File: config.mk
export PLATFORM = sky130hd
export DESIGN_NAME = branch_resolver
export DESIGN_NICKNAME = d
export VERILOG_FILES = /design/src/rtl/branch_resolver_pkg.sv /design/src/rtl/branch_resolver_ctrl.sv /design/src/rtl/branch_resolver_dp.sv /design/src/rtl/branch_resolver.sv
export SDC_FILE = /design/constraint.sdc
export NUM_CORES = 1
export LEC_CHECK = 0
export BUFFER_PORTS_ARGS = -buffer_cell sky130_fd_sc_hd__buf_2
export CORE_ASPECT_RATIO = 0.6
export CORE_MARGIN = 5
export CORE_UTILIZATION = 44
export DETAILED_ROUTE_END_ITERATION = 8
export PLACE_DENSITY = 0.85
export SLEW_MARGIN = 20
export SYNTH_ARGS = -nofsm -noshare
export SYNTH_HDL_FRONTEND = slang
export SYNTH_SLANG_ARGS = --single-unit
export TNS_END_PERCENT = 30
File: constraint.sdc
create_clock -name clk -period 5.1 [get_ports clk]
set_input_delay 0.765 -clock clk [delete_from_list [all_inputs] [get_ports clk]]
set_output_delay 0.765 -clock clk [all_outputs]
set_load 0.03 [all_outputs]
File: src/rtl/branch_resolver_pkg.sv
package branch_resolver_pkg;

  typedef enum logic [2:0] {
    KIND_SHORT  = 3'd0,
    KIND_NEAR   = 3'd1,
    KIND_FAR    = 3'd2,
    KIND_REG    = 3'd3,
    KIND_COND   = 3'd4,
    KIND_LOOP   = 3'd5,
    KIND_LOOPZ  = 3'd6,
    KIND_LOOPNZ = 3'd7
  } kind_e;

  typedef enum logic [1:0] {
    TGT_REL8  = 2'd0,
    TGT_REL16 = 2'd1,
    TGT_ABS   = 2'd2,
    TGT_REG   = 2'd3
  } tgtSel_e;

  // Strobes from control to datapath
  typedef struct packed {
    logic       takeIt;
    logic       loadSeg;
    logic       decCx;
    tgtSel_e    tgtSel;
    logic [2:0] instLen;
  } ctrlStrobes_t;

endpackage

File: src/rtl/branch_resolver_ctrl.sv
module branch_resolver_ctrl
  import branch_resolver_pkg::*;
#(
  parameter int W = 16
) (
  input  logic [2:0]   kind,
  input  logic [3:0]   cond,
  input  logic         flagS,
  input  logic         flagZ,
  input  logic         flagC,
  input  logic         flagP,
  input  logic         flagO,
  input  logic [W-1:0] cxIn,
  output ctrlStrobes_t strobes
);

  kind_e kindDec;
  logic  condMet;
  logic  cxLeft;
  logic  signMismatch;

  assign kindDec      = kind_e'(kind);
  assign signMismatch = flagS ^ flagO;
  // count after decrement is nonzero exactly when count is not one
  assign cxLeft       = (cxIn != W'(1));

  always_comb begin
    unique case (cond)
      4'd0:  condMet = flagO;
      4'd1:  condMet = !flagO;
      4'd2:  condMet = flagC;
      4'd3:  condMet = !flagC;
      4'd4:  condMet = flagZ;
      4'd5:  condMet = !flagZ;
      4'd6:  condMet = flagC | flagZ;
      4'd7:  condMet = !(flagC | flagZ);
      4'd8:  condMet = flagS;
      4'd9:  condMet = !flagS;
      4'd10: condMet = flagP;
      4'd11: condMet = !flagP;
      4'd12: condMet = signMismatch;
      4'd13: condMet = !signMismatch;
      4'd14: condMet = flagZ | signMismatch;
      default: condMet = !(flagZ | signMismatch);
    endcase
  end

  always_comb begin
    strobes         = '0;
    strobes.instLen = 3'd2;
    strobes.tgtSel  = TGT_REL8;
    unique case (kindDec)
      KIND_SHORT: strobes.takeIt = 1'b1;
      KIND_NEAR: begin
        strobes.takeIt  = 1'b1;
        strobes.instLen = 3'd3;
        strobes.tgtSel  = TGT_REL16;
      end
      KIND_FAR: begin
        strobes.takeIt  = 1'b1;
        strobes.loadSeg = 1'b1;
        strobes.instLen = 3'd5;
        strobes.tgtSel  = TGT_ABS;
      end
      KIND_REG: begin
        strobes.takeIt = 1'b1;
        strobes.tgtSel = TGT_REG;
      end
      KIND_COND: strobes.takeIt = condMet;
      KIND_LOOP: begin
        strobes.decCx  = 1'b1;
        strobes.takeIt = cxLeft;
      end
      KIND_LOOPZ: begin
        strobes.decCx  = 1'b1;
        strobes.takeIt = cxLeft & flagZ;
      end
      default: begin
        strobes.decCx  = 1'b1;
        strobes.takeIt = cxLeft & !flagZ;
      end
    endcase
  end

endmodule

File: src/rtl/branch_resolver_dp.sv
module branch_resolver_dp
  import branch_resolver_pkg::*;
#(
  parameter int           W         = 16,
  parameter logic [W-1:0] RESET_SEG = '1
) (
  input  logic           clk,
  input  logic           rst,
  input  logic           valid,
  input  ctrlStrobes_t   strobes,
  input  logic [2*W-1:0] imm,
  input  logic [W-1:0]   regOp,
  input  logic [W-1:0]   cxIn,
  input  logic [W-1:0]   csIn,
  input  logic [W-1:0]   ipIn,
  output logic [W-1:0]   csOut,
  output logic [W-1:0]   ipOut,
  output logic           taken,
  output logic [W-1:0]   cxOut
);

  localparam int SHORT_PAD = W - 8;

  logic [W-1:0] fallIp;
  logic [W-1:0] dispExt;
  logic [W-1:0] relIp;
  logic [W-1:0] targetIp;
  logic [W-1:0] nextIp;
  logic [W-1:0] nextCs;
  logic [W-1:0] nextCx;

  assign fallIp  = ipIn + W'(strobes.instLen);
  // one shared adder for both displacement widths
  assign dispExt = (strobes.tgtSel == TGT_REL16) ? imm[W-1:0]
                                                 : {{SHORT_PAD{imm[7]}}, imm[7:0]};
  assign relIp   = fallIp + dispExt;

  always_comb begin
    unique case (strobes.tgtSel)
      TGT_ABS: targetIp = imm[W-1:0];
      TGT_REG: targetIp = regOp;
      default: targetIp = relIp;
    endcase
  end

  assign nextIp = strobes.takeIt ? targetIp : fallIp;
  assign nextCs = (strobes.takeIt && strobes.loadSeg) ? imm[2*W-1:W] : csIn;
  assign nextCx = strobes.decCx ? (cxIn - W'(1)) : cxIn;

  always_ff @(posedge clk) begin
    if (rst) begin
      csOut <= RESET_SEG;
      ipOut <= '0;
      taken <= 1'b0;
      cxOut <= '0;
    end else if (valid) begin
      csOut <= nextCs;
      ipOut <= nextIp;
      taken <= strobes.takeIt;
      cxOut <= nextCx;
    end
  end

endmodule

File: src/rtl/branch_resolver.sv
module branch_resolver
  import branch_resolver_pkg::*;
#(
  parameter int           W         = 16,
  parameter logic [W-1:0] RESET_SEG = '1
) (
  input  logic           clk,
  input  logic           rst,
  input  logic           valid,
  input  logic [2:0]     kind,
  input  logic [3:0]     cond,
  input  logic [2*W-1:0] imm,
  input  logic [W-1:0]   regOp,
  input  logic           flagS,
  input  logic           flagZ,
  input  logic           flagC,
  input  logic           flagP,
  input  logic           flagO,
  input  logic [W-1:0]   cxIn,
  input  logic [W-1:0]   csIn,
  input  logic [W-1:0]   ipIn,
  output logic [W-1:0]   csOut,
  output logic [W-1:0]   ipOut,
  output logic           taken,
  output logic [W-1:0]   cxOut
);

  ctrlStrobes_t strobes;

  branch_resolver_ctrl #(.W(W)) u_ctrl (
    .kind(kind), .cond(cond),
    .flagS(flagS), .flagZ(flagZ), .flagC(flagC), .flagP(flagP), .flagO(flagO),
    .cxIn(cxIn), .strobes(strobes)
  );

  branch_resolver_dp #(.W(W), .RESET_SEG(RESET_SEG)) u_dp (
    .clk(clk), .rst(rst), .valid(valid), .strobes(strobes),
    .imm(imm), .regOp(regOp), .cxIn(cxIn), .csIn(csIn), .ipIn(ipIn),
    .csOut(csOut), .ipOut(ipOut), .taken(taken), .cxOut(cxOut)
  );

endmodule

## After elaboration in Yosys (flattened, before gate mapping)

Index checks and enable logic that the tools add are counted.

- Add/sub/neg operators: 3
- Equality and inequality tests: 24
- Muxes and demuxes: 10
- Bitwise logic cells: 5
- Reduce and logical (&&, ||, !) cells: 13

Operators with widths:

| kind | count |
|---|---|
| 2-to-1 mux 16 bit | 4 |
| case mux 16 bit (2 select lines) | 1 |
| equality test 4 bit, second input constant | 7 |
| adder 16 bit | 1 |
| adder 16 x 3 -> 16 bit | 1 |
| equality test 4 x 3 -> 1 bit, second input constant | 4 |
| inequality test 16 x 1 -> 1 bit, second input constant | 1 |
| subtractor 16 x 1 -> 16 bit, second input constant | 1 |
| case mux 1 bit (15 select lines) | 1 |
| equality test 3 bit, second input constant | 3 |
| equality test 4 x 2 -> 1 bit, second input constant | 2 |
| logical NOT 1 bit | 8 |
| equality test 3 x 2 -> 1 bit, second input constant | 2 |
| case mux 2 bit (3 select lines) | 1 |
| case mux 3 bit (2 select lines) | 1 |
| OR reduction 5 bit | 1 |
| equality test 2 bit, second input constant | 2 |
| equality test 4 x 1 -> 1 bit, second input constant | 1 |
| logical NOT 4 bit | 1 |
| case mux 1 bit (4 select lines) | 1 |
| OR reduction 4 bit | 1 |
| equality test 3 x 1 -> 1 bit, second input constant | 1 |
| logical NOT 3 bit | 1 |
| AND 1 bit | 2 |
| 5 further kinds | 6 |

- Register bits after elaboration: 49
- Bits of input ports: 111
- Output and inout port bits: 49
- Logic and storage cells: 59

## Depth between registers and ports, before layout

- Word-level depth: 7
- Mapped depth: 20
- Depth with buffers taken out: 19

## Modules after synthesis

A second synthesis with hierarchy kept.

- Cell total of the unflattened synthesis: 545
- Area, all modules: 4,216.5 um^2

By module, submodules not included:

| module | instances | cells an instance | area an instance (um^2) | sequential area each (um^2) |
|---|---|---|---|---|
| branch_resolver_dp | 1 | 504 | 3,958.8 | 980.9 |
| branch_resolver_ctrl | 1 | 41 | 257.7 | 0.0 |

## Worst setup path after synthesis

No wires, ideal clock.

- Path type: input to register
- Start: input kind[0]
- End: register u_dp.ipOut[15]
- Arrival time: 4,824 ps
- Required time: 5,041 ps
- Setup slack: 217 ps
- Stages: 20
- Buffers on the path: 2
- Cells stage by stage: buf_1 > nor2_1 > clkbuf_1 > or2_2 > ha_1 > inv_1 > fa_1 > nor2b_1 > o21ai_0 > nor2_1 > nand4_1 > xnor2_1 > ha_1 > and3_1 > nand4_1 > a21oi_1 > o21a_1 > o211ai_1 > a2111oi_0 > o31a_1

- Longest elaborated chain between the ends: 7

RTL lines:

| item | line | source |
|---|---|---|
| from (decl) | branch_resolver.sv:10 | `input logic [2:0] kind,` |
| parallel branches: the longest is 6 deep, another holds adder 16 x 3 -> 16 bit | - |  |
| 2-to-1 mux 16 bit (*) | branch_resolver_dp.sv:46 | `assign nextIp = strobes.takeIt ? targetIp : fallIp;` |
| to (signal assigned) | branch_resolver_dp.sv:58 | `ipOut <= nextIp;` |
| to (decl) | branch_resolver_dp.sv:17 | `output logic [W-1:0] ipOut,` |

Mark *: on every way between the ends.
A chain may end at the register's enable or synchronous reset.

## Worst setup path in the final report

- Start: input kind[2]
- End: register u_dp.ipOut[15]

Same word-level chain as after synthesis.

==> summary.txt <==
Clock tree
  – Clk Latency, worst-skew pair: a little under 300 ps
  – CTS Hold Bufs: 0
  – CTS Sinks: between 40 and 50
  – CTS tree: yes
  – Root Driver: clkbuf_16
  – Total CTS buffers: 5
  – H-tree depth: 2
  – Clock slew at reported path FFs: ~70 ps
  – Clock buffer depth: 2

STA
  – Final hold vios: 0
  – Slew Viols, Final: 0
  – Slew headroom: 0.334
  – Final setup fails: 0
  – Fin crit period: about 4800 ps
  – RSZ-0062 raised after global routing: false
  – FMAX: between 0.2 and 0.25 GHz
  – Clock Skew: 0 ps
  – Fin Setup TNS: 0 ps
  – Tcrit/Tclk final: 0.940
  – Slew @ Worst Pin: slightly below 1000 ps
  – Final WS setup: 304 ps

Hold path
  – Hold WC Path Type: reg2reg
  – Hold path cells: 1
  – Hold Path Sink: u_dp.csOut[4]$_SDFFE_PP1P_
  – Hold wc startpoint: u_dp.csOut[4]$_SDFFE_PP1P_

Critical path
  – Reg-to-reg critical path endpoint: u_dp.ipOut[15]$_SDFFE_PP0P_
  – CP arrival: roughly 5000 ps
  – Critical path required time: between 5000 and 6000 ps
  – R2R Setup Slk: just over 4000 ps
  – R2R depth: 3
  – CP Launch Type: input pin
  – Setup crit end kind: flop
  – R2R Path Start: u_dp.ipOut[15]$_SDFFE_PP0P_
  – Crit path max fanout: 7
  – Critical Setup Path Class: in2reg

Layout
  – Multi-input gate area: around 2800 um2
  – Sequential cell area: 981 um2
  – Antenna cell count: 0
  – Share of layout cells above drive strength 1: 0.284
  – Area grow syn2layout: 26.8%
  – Final Net Count: 789
  – FILL cells: ~800

Yosys
  – Synthesized cell area: between 3000 and 4000 um2
  – Top post-synthesis cells by count: 66 x nand2_1, 49 x dfxtp_1, 43 x nor2_1
  – Async SR Flop Fraction: 0
  – Yosys cell types: 52
  – Most frequent cell after synthesis: nand2_1
  – EDFF count, synth: 0
  – Synthesized instance count: around 500
  – Top_reg_cell synth: dfxtp_1
  – Yosys warns: 0
  – Post-synthesis sequential area ratio: 0.251
  – Syn Area/Cell: ~7.7 um2
  – Post-Syn Nets: about 640
  – Area share of the largest cell type after synthesis: 0.251
  – Yosys top cell by area: dfxtp_1
  – Post-synthesis register bit count: 49
  – Synth top area cells: dfxtp_1 25%, ha_1 7.4%, nand2_1 6.3%, xnor2_1 6.0%, a21oi_1 4.5%

Outcome
  – Status: finished, final reports clean

Flow run
  – Max-cap violations: 0

Drt
  – Via count: ~4400
  – Wirelength per Cell: about 18 um
  – Vias per Instance: about 5.8
  – Final wirelength: around 13000 um
  – # DRC: 0
  – Drt first pass iters: 4
  – Antenna Violating Nets Remaining: 0
  – Detailed Route Iter0 Violations: 245

Global route
  – Global-route wire length before repair: between 20000 and 25000 um
  – GRT Residual Overflow: 0
  – Gr usage total: 0.230
  – Antenna violations before repair: 1
  – Largest net degree at the start of global routing: between 50 and 60
  – Vias in the first global route: ~4300

Placement
  – Worst slack, placed: ~31 ps
  – RD Place Congestion: 0.966
  – Post-DP HPWL: 10400 um
  – Buffers added on ports: 159

Floorplanning
  – IO Pins: 160
  – Die width: around 130 um
  – Number of core rows: 26
  – Initial core utilization: 0.455
  – Core area: between 8000 and 9000 um2
  – DIE AREA: ~11000 um2
  – Die H: slightly above 80 um

Power
  – Power Density: between 200 and 300 nW/um2
  – Worst IR Drop VDD: approximately 0.15 mV
  – Leak Pwr: between 2 and 2.5 nW
## worst max-delay path, stage by stage
cell and delay (ps):
buf_2 150, nand2b_1 190, nor2_1 140, or2_2 170, ha_1 190, inv_1 70
fa_1 400, nor2b_1 120, o21ai_0 170, nor2_2 320, nand4_1 160, xnor2_1 170
ha_1 430, and3_1 250, nand4_1 110, a21oi_1 310, o21a_1 190, o211ai_1 110
a2111oi_0 420, o31a_1 210
## timing repair
| action | 4_1_cts | 5_1_grt |
|---|---|---|
| buffers inserted | 0 | 0 |
| resized for setup | 0 | 1 |
| hold endpoints to repair | 0 | 0 |
| endpoints found under the setup margin | 0 | 1 |
## layout make-up
class                      instances  area share
clock inverter                     3     0.00429
multi-input combinational        416       0.560
timing repair buffer             168       0.174
clock buffer                       5      0.0252
sequential                        49       0.198
inverter                          13     0.00984
tap                              112      0.0283
## power by group
group	switching [mW]	internal, mW
clock	0.163	0.183
sequential	0.0176	0.417
combinational	0.288	0.183
## through the flow
stage	hold WS (ps)	area (um2)	std cells	power, mW	util
final	462	4960	766	1.25	0.577
after floorplan	597	3910	505	0.751	-
after detailed placement	450	4810	758	0.906	0.560
after global routing	483	4960	766	1.32	0.577
after global placement	439	4810	758	0.896	0.560
after CTS	467	4960	766	1.25	0.577
## state kept, by name, summed over array words and instances (netlist names)
| signal | flops |
|---|---|
| u_dp.ipOut | 16 |
| u_dp.taken | 1 |
| u_dp.cxOut | 16 |
| u_dp.csOut | 16 |
## layout by cell type, fill, tap and decap left out, drive strengths merged, types with 14 or more instances in the layout
cell type | netlist | final
a211o | 16 | 16
a211oi | 21 | 21
a21o | 14 | 14
a21oi | 35 | 35
buf | 8 | 168
dfxtp | 49 | 49
ha | 23 | 23
mux2i | 17 | 17
nand2 | 66 | 66
nor2 | 43 | 43
o21ai | 23 | 23
xnor2 | 27 | 27
## worst max path at each step
stage | to | startpoint
4_1_cts | u_dp.ipOut[15]$_SDFFE_PP0P_ | kind[2]
5_1_grt | u_dp.ipOut[15]$_SDFFE_PP0P_ | kind[2]
3_5_place_dp | u_dp.ipOut[15]$_SDFFE_PP0P_ | kind[2]
6_report | u_dp.ipOut[15]$_SDFFE_PP0P_ | kind[2]
2_1_floorplan | u_dp.ipOut[15]$_SDFFE_PP0P_ | kind[0]
3_3_place_gp | u_dp.ipOut[15]$_SDFFE_PP0P_ | kind[2]
## cells by family (layout without fill, tap and decap cells)
| family | after synthesis | in the layout | synth area share |
|---|---|---|---|
| mux | 18 | 18 | 0.0464 |
| xor+xnor | 36 | 36 | 0.0806 |
| simple gates | 182 | 182 | 0.226 |
| flops | 49 | 49 | 0.251 |
| compound gates | 155 | 155 | 0.272 |
| buf+inv | 40 | 189 | 0.0397 |
| fa+ha+maj | 25 | 25 | 0.0838 |
## layer usage
layer  vias to the layer above  global-route usage  wire length (um)
li1                       2142                   -                 -
met1                      2058               0.300              5940
met2                       206               0.364              5890
met4                         2              0.0514                95
met3                         8              0.0851              1490
met5                         -                   0                 7
No activity file was read; power rests on OpenSTA's default activity.
